`config.mk`:
```
export PLATFORM = sky130hd
export DESIGN_NAME = fbr_rx_top
export DESIGN_NICKNAME = d
export VERILOG_FILES = /design/src/rtl/fbr_pkg.sv /design/src/rtl/fbr_char_shift.sv /design/src/rtl/fbr_ctrl.sv /design/src/rtl/fbr_byte_store.sv /design/src/rtl/fbr_rx_top.sv
export SDC_FILE = /design/constraint.sdc
export NUM_CORES = 1
export LEC_CHECK = 0
export BUFFER_PORTS_ARGS = -buffer_cell sky130_fd_sc_hd__buf_2
export CORE_ASPECT_RATIO = 1.1
export CORE_MARGIN = 5
export CORE_UTILIZATION = 55
export DETAILED_ROUTE_END_ITERATION = 10
export MAX_ROUTING_LAYER = met4
export PLACE_DENSITY = 0.73
export SLEW_MARGIN = 10
export SYNTH_ARGS = -nofsm -noshare
export SYNTH_HDL_FRONTEND = slang
export SYNTH_HIERARCHICAL = 1
export SYNTH_SLANG_ARGS = --single-unit
```
`constraint.sdc`:
```
create_clock -name clk_i -period 3.2 [get_ports clk_i]
set_input_delay 0.48 -clock clk_i [delete_from_list [all_inputs] [get_ports clk_i]]
set_output_delay 0.48 -clock clk_i [all_outputs]
set_load 0.02 [all_outputs]
```
`src/rtl/fbr_pkg.sv`:
```
package fbr_pkg;

  typedef enum logic [2:0] {
    ST_HUNT,
    ST_OPEN,
    ST_GAP,
    ST_CHAR,
    ST_HOLD
  } rx_state_e;

  function automatic int max2(input int a, input int b);
    return (a > b) ? a : b;
  endfunction

endpackage

```
`src/rtl/fbr_char_shift.sv`:
```
module fbr_char_shift #(
  parameter int CHAR_BITS = 10
) (
  input  logic       clk_i,
  input  logic       rst_ni,
  input  logic       clear_i,
  input  logic       sample_i,
  input  logic       shift_en_i,
  input  logic       shift_clr_i,
  output logic       good_o,
  output logic       eof_o,
  output logic [7:0] data_o
);

  localparam int HELD_W = CHAR_BITS - 1;

  logic [HELD_W-1:0]    held_q;
  logic [CHAR_BITS-1:0] nxt;

  // value the character would have if this sample is its last bit
  assign nxt    = {sample_i, held_q};
  assign good_o = nxt[CHAR_BITS-1] & ~nxt[0];
  assign eof_o  = (nxt == '0);
  assign data_o = nxt[8:1];

  always_ff @(posedge clk_i or negedge rst_ni) begin
    if (!rst_ni) begin
      held_q <= '0;
    end else if (clear_i || shift_clr_i) begin
      held_q <= '0;
    end else if (shift_en_i) begin
      held_q <= nxt[CHAR_BITS-1:1];
    end
  end

endmodule

```
`src/rtl/fbr_ctrl.sv`:
```
module fbr_ctrl
  import fbr_pkg::*;
#(
  parameter int OSR        = 4,
  parameter int SAMPLE_POS = 2,
  parameter int OPEN_MIN   = 10,
  parameter int OPEN_MAX   = 14,
  parameter int GAP_MAX    = 25,
  parameter int HOLD_LEN   = 10,
  parameter int CHAR_BITS  = 10
) (
  input  logic clk_i,
  input  logic rst_ni,
  input  logic clear_i,
  input  logic sample_i,
  input  logic char_good_i,
  input  logic char_eof_i,
  input  logic full_i,
  output logic shift_en_o,
  output logic shift_clr_o,
  output logic push_o,
  output logic frame_end_o,
  output logic open_ok_o
);

  localparam int RUN_W = $clog2(max2(max2(GAP_MAX, HOLD_LEN), OSR) + 2);
  localparam int BIT_W = $clog2(max2(OPEN_MAX, CHAR_BITS) + 2);

  localparam logic [RUN_W-1:0] POS_SMP  = RUN_W'(SAMPLE_POS);
  localparam logic [RUN_W-1:0] POS_WRAP = RUN_W'(OSR);
  localparam logic [RUN_W-1:0] GAP_LIM  = RUN_W'(GAP_MAX);
  localparam logic [RUN_W-1:0] HOLD_LIM = RUN_W'(HOLD_LEN);
  localparam logic [BIT_W-1:0] OPN_LO   = BIT_W'(OPEN_MIN);
  localparam logic [BIT_W-1:0] OPN_HI   = BIT_W'(OPEN_MAX);
  localparam logic [BIT_W-1:0] CHR_LEN  = BIT_W'(CHAR_BITS);

  rx_state_e        st_q, st_d;
  logic [RUN_W-1:0] run_q, run_d, run_inc;
  logic [BIT_W-1:0] bits_q, bits_d, bits_inc;

  assign run_inc  = run_q + 1'b1;
  assign bits_inc = bits_q + 1'b1;

  always_comb begin
    st_d        = st_q;
    run_d       = run_q;
    bits_d      = bits_q;
    shift_en_o  = 1'b0;
    shift_clr_o = 1'b0;
    push_o      = 1'b0;
    frame_end_o = 1'b0;
    open_ok_o   = 1'b0;
    unique case (st_q)
      ST_HUNT: begin
        if (!sample_i) begin
          st_d   = ST_OPEN;
          run_d  = '0;
          bits_d = '0;
        end
      end
      ST_OPEN: begin
        run_d = run_inc;
        if (run_inc == POS_SMP) begin
          if (sample_i) begin
            run_d = '0;
            if (bits_q >= OPN_LO) begin
              st_d      = ST_GAP;
              bits_d    = '0;
              open_ok_o = 1'b1;
            end else begin
              st_d = ST_HOLD;
            end
          end else begin
            bits_d = bits_inc;
            if (bits_inc > OPN_HI) begin
              st_d  = ST_HOLD;
              run_d = '0;
            end
          end
        end else if (run_inc >= POS_WRAP) begin
          run_d = '0;
        end
      end
      ST_GAP: begin
        if (sample_i) begin
          run_d = run_inc;
          if (run_inc > GAP_LIM) begin
            st_d  = ST_HOLD;
            run_d = '0;
          end
        end else begin
          st_d        = ST_CHAR;
          run_d       = '0;
          bits_d      = '0;
          shift_clr_o = 1'b1;
        end
      end
      ST_CHAR: begin
        run_d = run_inc;
        if (run_inc == POS_SMP) begin
          shift_en_o = 1'b1;
          bits_d     = bits_inc;
          if (bits_inc == CHR_LEN) begin
            run_d  = '0;
            bits_d = '0;
            if (char_good_i) begin
              push_o = 1'b1;
              st_d   = full_i ? ST_HOLD : ST_GAP;
            end else if (char_eof_i) begin
              frame_end_o = 1'b1;
              st_d        = ST_HUNT;
            end else begin
              st_d = ST_HOLD;
            end
          end
        end else if (run_inc >= POS_WRAP) begin
          run_d = '0;
        end
      end
      ST_HOLD: begin
        run_d = run_inc;
        if (run_inc > HOLD_LIM) begin
          st_d  = ST_HUNT;
          run_d = '0;
        end
      end
      default: begin
        st_d  = ST_HUNT;
        run_d = '0;
      end
    endcase
  end

  always_ff @(posedge clk_i or negedge rst_ni) begin
    if (!rst_ni) begin
      st_q   <= ST_HUNT;
      run_q  <= '0;
      bits_q <= '0;
    end else if (clear_i) begin
      st_q   <= ST_HUNT;
      run_q  <= '0;
      bits_q <= '0;
    end else begin
      st_q   <= st_d;
      run_q  <= run_d;
      bits_q <= bits_d;
    end
  end

  a_r3_open_bits_bounded: assert property (@(posedge clk_i) disable iff (!rst_ni)
    st_q == ST_OPEN |-> bits_q <= OPN_HI);

  a_r10_hold_exits_to_hunt: assert property (@(posedge clk_i) disable iff (!rst_ni)
    (st_q == ST_HOLD) |=> (st_q == ST_HOLD || st_q == ST_HUNT));

  a_r12_clear_to_hunt: assert property (@(posedge clk_i) disable iff (!rst_ni)
    clear_i |=> (st_q == ST_HUNT && run_q == '0 && bits_q == '0));

  a_r2_high_keeps_hunting: assert property (@(posedge clk_i) disable iff (!rst_ni)
    (st_q == ST_HUNT && sample_i && !clear_i) |=> st_q == ST_HUNT);

endmodule

```
`src/rtl/fbr_byte_store.sv`:
```
module fbr_byte_store #(
  parameter int MAX_BYTES = 64,
  parameter int CNT_W     = $clog2(MAX_BYTES + 1),
  parameter int ADDR_W    = $clog2(MAX_BYTES)
) (
  input  logic              clk_i,
  input  logic              rst_ni,
  input  logic              clear_i,
  input  logic              push_i,
  input  logic [7:0]        data_i,
  input  logic              open_ok_i,
  input  logic              frame_end_i,
  input  logic [CNT_W-1:0]  max_len_i,
  output logic              full_o,
  output logic              wr_en_o,
  output logic [ADDR_W-1:0] wr_addr_o,
  output logic [7:0]        wr_data_o,
  output logic [CNT_W-1:0]  byte_count_o,
  output logic              frame_done_o
);

  localparam logic [CNT_W-1:0] CAP = CNT_W'(MAX_BYTES);

  logic [CNT_W-1:0] cnt_q;
  logic [CNT_W-1:0] lim;

  assign lim    = (max_len_i > CAP) ? CAP : max_len_i;
  // this push makes the count reach the limit
  assign full_o = (cnt_q + 1'b1) >= lim;

  always_ff @(posedge clk_i or negedge rst_ni) begin
    if (!rst_ni) begin
      cnt_q        <= '0;
      wr_en_o      <= 1'b0;
      wr_addr_o    <= '0;
      wr_data_o    <= '0;
      frame_done_o <= 1'b0;
    end else if (clear_i) begin
      cnt_q        <= '0;
      wr_en_o      <= 1'b0;
      wr_addr_o    <= '0;
      wr_data_o    <= '0;
      frame_done_o <= 1'b0;
    end else begin
      wr_en_o      <= push_i;
      frame_done_o <= frame_end_i && (cnt_q != '0);
      if (push_i) begin
        wr_addr_o <= cnt_q[ADDR_W-1:0];
        wr_data_o <= data_i;
        cnt_q     <= cnt_q + 1'b1;
      end
      if (open_ok_i) cnt_q <= '0;
    end
  end

  assign byte_count_o = cnt_q;

  a_r5_count_tracks_addr: assert property (@(posedge clk_i) disable iff (!rst_ni)
    wr_en_o |-> byte_count_o == CNT_W'(wr_addr_o) + 1'b1);

  a_r7_done_needs_bytes: assert property (@(posedge clk_i) disable iff (!rst_ni)
    frame_done_o |-> byte_count_o != '0);

  a_r6_done_single_cycle: assert property (@(posedge clk_i) disable iff (!rst_ni)
    frame_done_o |=> !frame_done_o);

  a_r9_count_capped: assert property (@(posedge clk_i) disable iff (!rst_ni)
    byte_count_o <= CAP);

  a_r11_count_stable_idle: assert property (@(posedge clk_i) disable iff (!rst_ni)
    (!push_i && !open_ok_i && !clear_i) |=> $stable(byte_count_o));

endmodule

```
`src/rtl/fbr_rx_top.sv`:
```
module fbr_rx_top #(
  parameter int MAX_BYTES  = 64,
  parameter int OSR        = 4,
  parameter int SAMPLE_POS = 2,
  parameter int OPEN_MIN   = 10,
  parameter int OPEN_MAX   = 14,
  parameter int GAP_MAX    = 25,
  parameter int HOLD_LEN   = 10,
  parameter int CHAR_BITS  = 10,
  localparam int CNT_W     = $clog2(MAX_BYTES + 1),
  localparam int ADDR_W    = $clog2(MAX_BYTES)
) (
  input  logic              clk_i,
  input  logic              rst_ni,
  input  logic              clear_i,
  input  logic              sample_i,
  input  logic [CNT_W-1:0]  max_len_i,
  output logic              wr_en_o,
  output logic [ADDR_W-1:0] wr_addr_o,
  output logic [7:0]        wr_data_o,
  output logic [CNT_W-1:0]  byte_count_o,
  output logic              frame_done_o
);

  logic shift_en, shift_clr, push, frame_end, open_ok;
  logic char_good, char_eof, full;
  logic [7:0] char_data;

  fbr_char_shift #(
    .CHAR_BITS (CHAR_BITS)
  ) u_shift (
    .clk_i       (clk_i),
    .rst_ni      (rst_ni),
    .clear_i     (clear_i),
    .sample_i    (sample_i),
    .shift_en_i  (shift_en),
    .shift_clr_i (shift_clr),
    .good_o      (char_good),
    .eof_o       (char_eof),
    .data_o      (char_data)
  );

  fbr_ctrl #(
    .OSR        (OSR),
    .SAMPLE_POS (SAMPLE_POS),
    .OPEN_MIN   (OPEN_MIN),
    .OPEN_MAX   (OPEN_MAX),
    .GAP_MAX    (GAP_MAX),
    .HOLD_LEN   (HOLD_LEN),
    .CHAR_BITS  (CHAR_BITS)
  ) u_ctrl (
    .clk_i       (clk_i),
    .rst_ni      (rst_ni),
    .clear_i     (clear_i),
    .sample_i    (sample_i),
    .char_good_i (char_good),
    .char_eof_i  (char_eof),
    .full_i      (full),
    .shift_en_o  (shift_en),
    .shift_clr_o (shift_clr),
    .push_o      (push),
    .frame_end_o (frame_end),
    .open_ok_o   (open_ok)
  );

  fbr_byte_store #(
    .MAX_BYTES (MAX_BYTES),
    .CNT_W     (CNT_W),
    .ADDR_W    (ADDR_W)
  ) u_store (
    .clk_i        (clk_i),
    .rst_ni       (rst_ni),
    .clear_i      (clear_i),
    .push_i       (push),
    .data_i       (char_data),
    .open_ok_i    (open_ok),
    .frame_end_i  (frame_end),
    .max_len_i    (max_len_i),
    .full_o       (full),
    .wr_en_o      (wr_en_o),
    .wr_addr_o    (wr_addr_o),
    .wr_data_o    (wr_data_o),
    .byte_count_o (byte_count_o),
    .frame_done_o (frame_done_o)
  );

endmodule

```
# Yosys cells after proc, flatten, opt, wreduce, memory -nomap -nowiden
# Cells that the tools add are included.
[word_totals]
out_inout_bits = 23
word_cells = 112
regBits = 44
in_bits = 11
[classes]
reduce_logical = 12
n_bitwise = 2
n_mux = 64
addsub = 3
order_cmp = 7
eq_ne = 15
[op_table]
columns = ["op", "count"]
rows = [
  ["2-to-1 mux 5 bit", 11],
  ["2-to-1 mux 3 bit", 14],
  ["2-to-1 mux 4 bit", 7],
  ["2-to-1 mux 7 bit", 4],
  ["case mux 5 bit (5 select lines)", 1],
  ["2-to-1 mux 1 bit", 19],
  ["2-to-1 mux 9 bit", 2],
  ["2-to-1 mux 8 bit", 2],
  ["case mux 3 bit (5 select lines)", 1],
  ["2-to-1 mux 6 bit", 2],
  ["!= test 3 x 2 -> 1 bit, second input constant", 4],
  ["!= test 4 x 3 -> 1 bit, second input constant", 3],
  ["case mux 4 bit (3 select lines)", 1],
  ["logical NOT 10 bit", 1],
  ["adder 7 x 1 -> 7 bit, second input constant", 1],
  ["greater-or-equal comparator 7 bit", 1],
  ["> comparator 7 bit, second input constant", 1],
  ["AND reduction 7 bit", 1],
  ["nonzero test 7 bit", 1],
  ["equality test 3 x 2 -> 1 bit, second input constant", 2],
  ["!= test 3 bit, second input constant", 2],
  ["adder 5 x 1 -> 5 bit, second input constant", 1],
  ["equality test 5 x 2 -> 1 bit, second input constant", 1],
  ["greater-or-equal comparator 5 x 3 -> 1 bit, second input constant", 1],
  ["other kinds (18)", 19],
]

# Longest topological paths before layout
[logic_depth]
depth_word = 9
ltp_mapped = 14
ltp_nobuf = 13

# Cells and area by module
# The synthesis kept the hierarchy.
[modules_own_cells]
columns = ["mod", "area_per_inst_um2", "cells_each", "n_inst", "seq_area_each_um2"]
rows = [
  ["fbr_byte_store", 1257.5, 124, 1, 575.6],
  ["fbr_ctrl", 1091.0, 134, 1, 300.3],
  ["fbr_char_shift", 461.7, 42, 1, 225.2],
]

# Least setup slack after synthesis
# No wires, ideal clock.
[synth_path]
path_kind = "register to register"
startpoint = "reg u_store.cnt_q[1], in the netlist u_store/byte_count_o[1]"
endpoint = "reg u_ctrl.st_q[1]"
slack_ns = 0.737
arrival_ns = 2.343
setup_ns = 0.120
required_time_ns = 3.080
stages_incl_launch_ff = 14
path_cell_list = "dfrtp_1 > ha_1 > nand3_1 > xnor2_1 > ha_1 > and4_1 > o21ai_0 > o221ai_1 > nor2b_1 > nand2_1 > nand2_1 > a21oi_1 > nor4_2 > a31o_1"
[synth_between]
elab_chain_cells = 8
[synth_lines]
columns = ["item", "line_no", "rtl"]
rows = [
  ["start, declared", "fbr_byte_store.sv:24", "logic [CNT_W-1:0] cnt_q;"],
  ["start signal, assigned", "fbr_byte_store.sv:50", "cnt_q <= cnt_q + 1'b1;"],
  ["adder 7 x 1 -> 7 bit", "fbr_byte_store.sv:29", "assign full_o = (cnt_q + 1'b1) >= lim;"],
  ["greater-or-equal comparator 7 bit", "fbr_byte_store.sv:29", ""],
  ["named net full", "fbr_rx_top.sv:26", "logic char_good, char_eof, full;"],
  ["2-to-1 mux 3 bit", "fbr_ctrl.sv:108", "st_d = full_i ? ST_HOLD : ST_GAP;"],
  ["2-to-1 mux 3 bit", "fbr_ctrl.sv:106", "if (char_good_i) begin"],
  ["2-to-1 mux 3 bit", "fbr_ctrl.sv:103", "if (bits_inc == CHR_LEN) begin"],
  ["2-to-1 mux 3 bit", "fbr_ctrl.sv:100", "if (run_inc == POS_SMP) begin"],
  ["case mux 3 bit (5 select lines)", "fbr_ctrl.sv:53", "unique case (st_q)"],
  ["2-to-1 mux 3 bit", "fbr_ctrl.sv:139", "end else if (clear_i) begin"],
  ["end signal, assigned", "fbr_ctrl.sv:144", "st_q <= st_d;"],
  ["end, declared", "fbr_ctrl.sv:37", "rx_state_e st_q, st_d;"],
]
# The timed path passes the listed nets, and every way through them passes these cells. The select of a mux whose other input is x is not followed.
# A chain may end at the register's enable or synchronous reset.

# Final worst setup path
[layout_path]
startpoint = "reg u_store.cnt_q[0], in the netlist u_store/byte_count_o[0]"
endpoint = "reg u_ctrl.st_q[1]"
# The elaborated chain is that of the path after synthesis.

==> run summary <==
Commonest cells post-synth: dfrtp_1, nor2_1, mux2i_1
Clk network pwr share: 36.3%
Combined area of the multi-input logic cells: 1490 um^2
Overall overflow remaining after global route: 0
Final #Nets: 344
Netlist Area Pre-Place: 2810 um^2
Share of synthesized flip-flops with an asynchronous set or reset: 100%
Flops & latches, synth: 44
Number of placed instances with taps included: 369
Delay of the slowest cell on the worst path: 550 ps
Arrival time at the worst endpoint: 2930 ps
Core ar.: 5000 um^2
Initial antenna violation count: 0
Net switching share of the total power: 28.1%
Number of ports placed on the die boundary: 34
Antenna violation net count after detailed routing: 0
Critical-path maximum fanout: 10
Classification of the worst-slack hold path: in2async
Sequential share of power: 49.1%
Total of endpoints with negative setup slack in the final report: 0
H-Tree Level Count: 2
Cell type with the highest aggregate area in the netlist: dfrtp_1
Leading register cell type out of synthesis: dfrtp_1
Count of cell types in the netlist: 52
Highest achievable clock rate: 0.367 GHz
Largest cells by area after synthesis: dfrtp_1, mux2i_1, ha_1
Cell area power density: 401 nW/um^2
Wire length of the first global-routing pass: 9770 um
Kind of cell adding the most delay to the critical path: compound AO/OA/AOI/OAI gates
Number of filler instances in the final layout: 439
Count of final max-slew check failures: 0
LEAKAGE: 1.37 nW
Sum of negative setup slack: 0 ps
Starting Density: 56.2%
Number of detailed-route iterations in the first pass: 4
Per-cell routed wire length: 14.9 um
Cell Rows: 27
Share of cells above drive strength 1: 17.6%
Crit path time final: 2730 ps
Remaining routing DRC violations: 0
YS warnings: 6
Cell with the biggest individual delay on the critical path: dfrtp_1
Post-CTS setup-driven buffer insertion count: 0
Transition at the pin with the smallest max-transition slack: 966 ps
Global routing usage summed across all routing layers: 18.5%
Share of the cycle needed by the critical path after routing: 85.2%
Mean instance size in the synthesized netlist: 9.37 um^2
Vias per cell: 5.67
Placer congestion estimate: 0.914
Total wirelength of the detailed-routed design: 5620 um
Sw power: 339 uW
Number of violations of the max-capacitance limit: 0
Number of buffers on the longest clock path: 2
Utilization after layout: 60.3%
Buffer and inverter count on the worst path: 0
Maximum vdd drop: 0.303 mV
Via count of the first global-routing pass: 2114
WS Path Type: reg2reg
Number of nets in the synthesized netlist: 326
CTS-repair resized insts: 0
Capturing element type of the critical path: register
Overall die width: 78.2 um
Half-perimeter wire length of the detailed placement result: 4030 um
Pint: 869 uW
Endpoint required time on the critical path: 3400 ps
CTS buffer count: 5
Top cell type's share of synthesized area: 39.2%
Area growth syn-to-layout: 7.26%
Clock tree from TritonCTS: built
Skew final: 3.00 ps
Clock input transition at the sequential cells of the worst setup and hold paths: 90 ps
Sequential Area: 1100 um^2
Setup repair after global routing missed its margin: false
Y dimension of the die: 85.0 um
Fraction of the yosys area taken by sequential cells: 39.2%
Pin count of the biggest net entering global routing: 45
Clock root buffer: clkbuf_8
Iteration-0 DRC count of the detailed router: 152
Worst Setup Start Kind: register
Critical path, cell by cell: ha_1, nand3_1, xnor2_1, ha_1, and4_1, o21ai_0, o221ai_1, nor2b_1, nand2_1, nand2_1, a21oi_1, nor4_2, a31o_1
Synthesized instance count: 300
Result of the run: completed
Normalized max-slew margin: 35.6%
Later-pin clock latency in the skew report: 300 ps
Full die area: 6640 um^2
Post-synth EDFFs: 0
Hold bufs inserted after CTS: 0
Final std cells w/o fill: 377
Input/output buffers: 33
TritonCTS Sinks: 44
Hold violation total from the final report: 0
Cell with the most instances after synthesis: dfrtp_1
Combinational group share of total power: 14.6%
Via count: 2136
Inserted Diodes: 0
[worst reg2reg max path: stages (launching register included)]
cell      delay (ps)
dfrtp_1          550
ha_1             330
nand3_1          130
xnor2_1          150
ha_1             320
and4_1           190
o21ai_0           70
o221ai_1         250
nor2b_1           90
nand2_1           80
nand2_1           50
a21oi_1          170
nor4_2            50
a31o_1           200
[layer usage]
metal  global-route usage [%]  wire [um]
met5                        -          0
met4                     7.00         91
met3                     3.72        256
met2                     30.1       2680
met1                     22.6       2590
[flip-flops by register name, summed over array words and instances (netlist names)]
register,count
u_ctrl/st_q,3
u_store/wr_addr_o,6
u_ctrl/bits_q,4
u_store/wr_data_o,8
u_shift/held_q,9
u_ctrl/run_q,5
u_store/frame_done_o,1
u_store/byte_count_o,7
u_store/wr_en_o,1
[power groups by stage]
stage / clock network (mW) / registers [mW] / logic (mW)
6_report: 0.439 / 0.593 / 0.176
5_1_grt: 0.475 / 0.595 / 0.199
4_1_cts: 0.450 / 0.592 / 0.177
3_5_place_dp: 0 / 0.603 / 0.174
3_3_place_gp: 0 / 0.602 / 0.173
2_1_floorplan: 0 / 0.587 / 0.147
[cells by family after synthesis]
family                     count (synthesis)  share of synthesized area, %
DFF                                       44                          39.2
muxes                                     24                          8.55
xor gates and xnor gates                  14                          4.36
AOI/OAI and AO/OA                         49                          12.1
and+or+nand+nor                          116                          21.3
adders and majority gates                 15                          6.68
buffers and inverters                     38                          7.84
[area by class of cell]
class / instances / area share (%)
Multi-Input combinational cell: 218 / 49.4
Timing Repair Buffer: 36 / 6.23
Inverter: 13 / 1.62
Tap cell: 58 / 2.41
Clock buffer: 5 / 2.28
Sequential cell: 44 / 36.5
Clock inverter: 3 / 1.54
[path summary, 6_finish.rpt]
| path | slack (ps) | from | to | depth (start not counted) |
|---|---|---|---|---|
| min in group clk_i | 520 | u_store/wr_addr_o[2] | u_store/wr_addr_o[2] | 2 |
| max | 470 | u_store/byte_count_o[0] | u_ctrl/st_q[1] | 13 |
| min reg2reg | 520 | u_store/wr_addr_o[2] | u_store/wr_addr_o[2] | 2 |
| max reg2reg | 470 | u_store/byte_count_o[0] | u_ctrl/st_q[1] | 13 |
| max in group asynchronous | 2280 | rst_ni | u_ctrl/bits_q[1] | 1 |
| min | 330 | rst_ni | u_store/wr_data_o[1] | 1 |
[stage by stage]
step | hold slack [ps] | area (um^2) | setup slack (ps) | power, mW
6_report | 328 | 3010 | 474 | 1.21
5_1_grt | 396 | 3010 | 259 | 1.27
4_1_cts | 358 | 3010 | 475 | 1.22
3_5_place_dp | 507 | 2900 | 492 | 0.777
3_3_place_gp | 501 | 2900 | 572 | 0.775
2_1_floorplan | 184 | 2810 | 737 | 0.734
[cell usage in the layout (no fill, tap or decap), types with 4 or more instances in the layout]
master    netlist  routed
a21o_1          5       5
a21oi_1        10      10
buf_2           5      33
clkbuf_8        0       5
dfrtp_1        44      44
ha_1           15      15
inv_1          13      13
mux2i_1        24      24
nand2_1        22      22
nand2b_1        5       5
nand3_1        13      13
nor2_1         38      38
nor2b_1         6       6
nor3_1          4       4
nor3b_1         4       4
o21ai_0        14      14
xnor2_1         8       8
xor2_1          6       6
(Power assumes the default switching activity.)
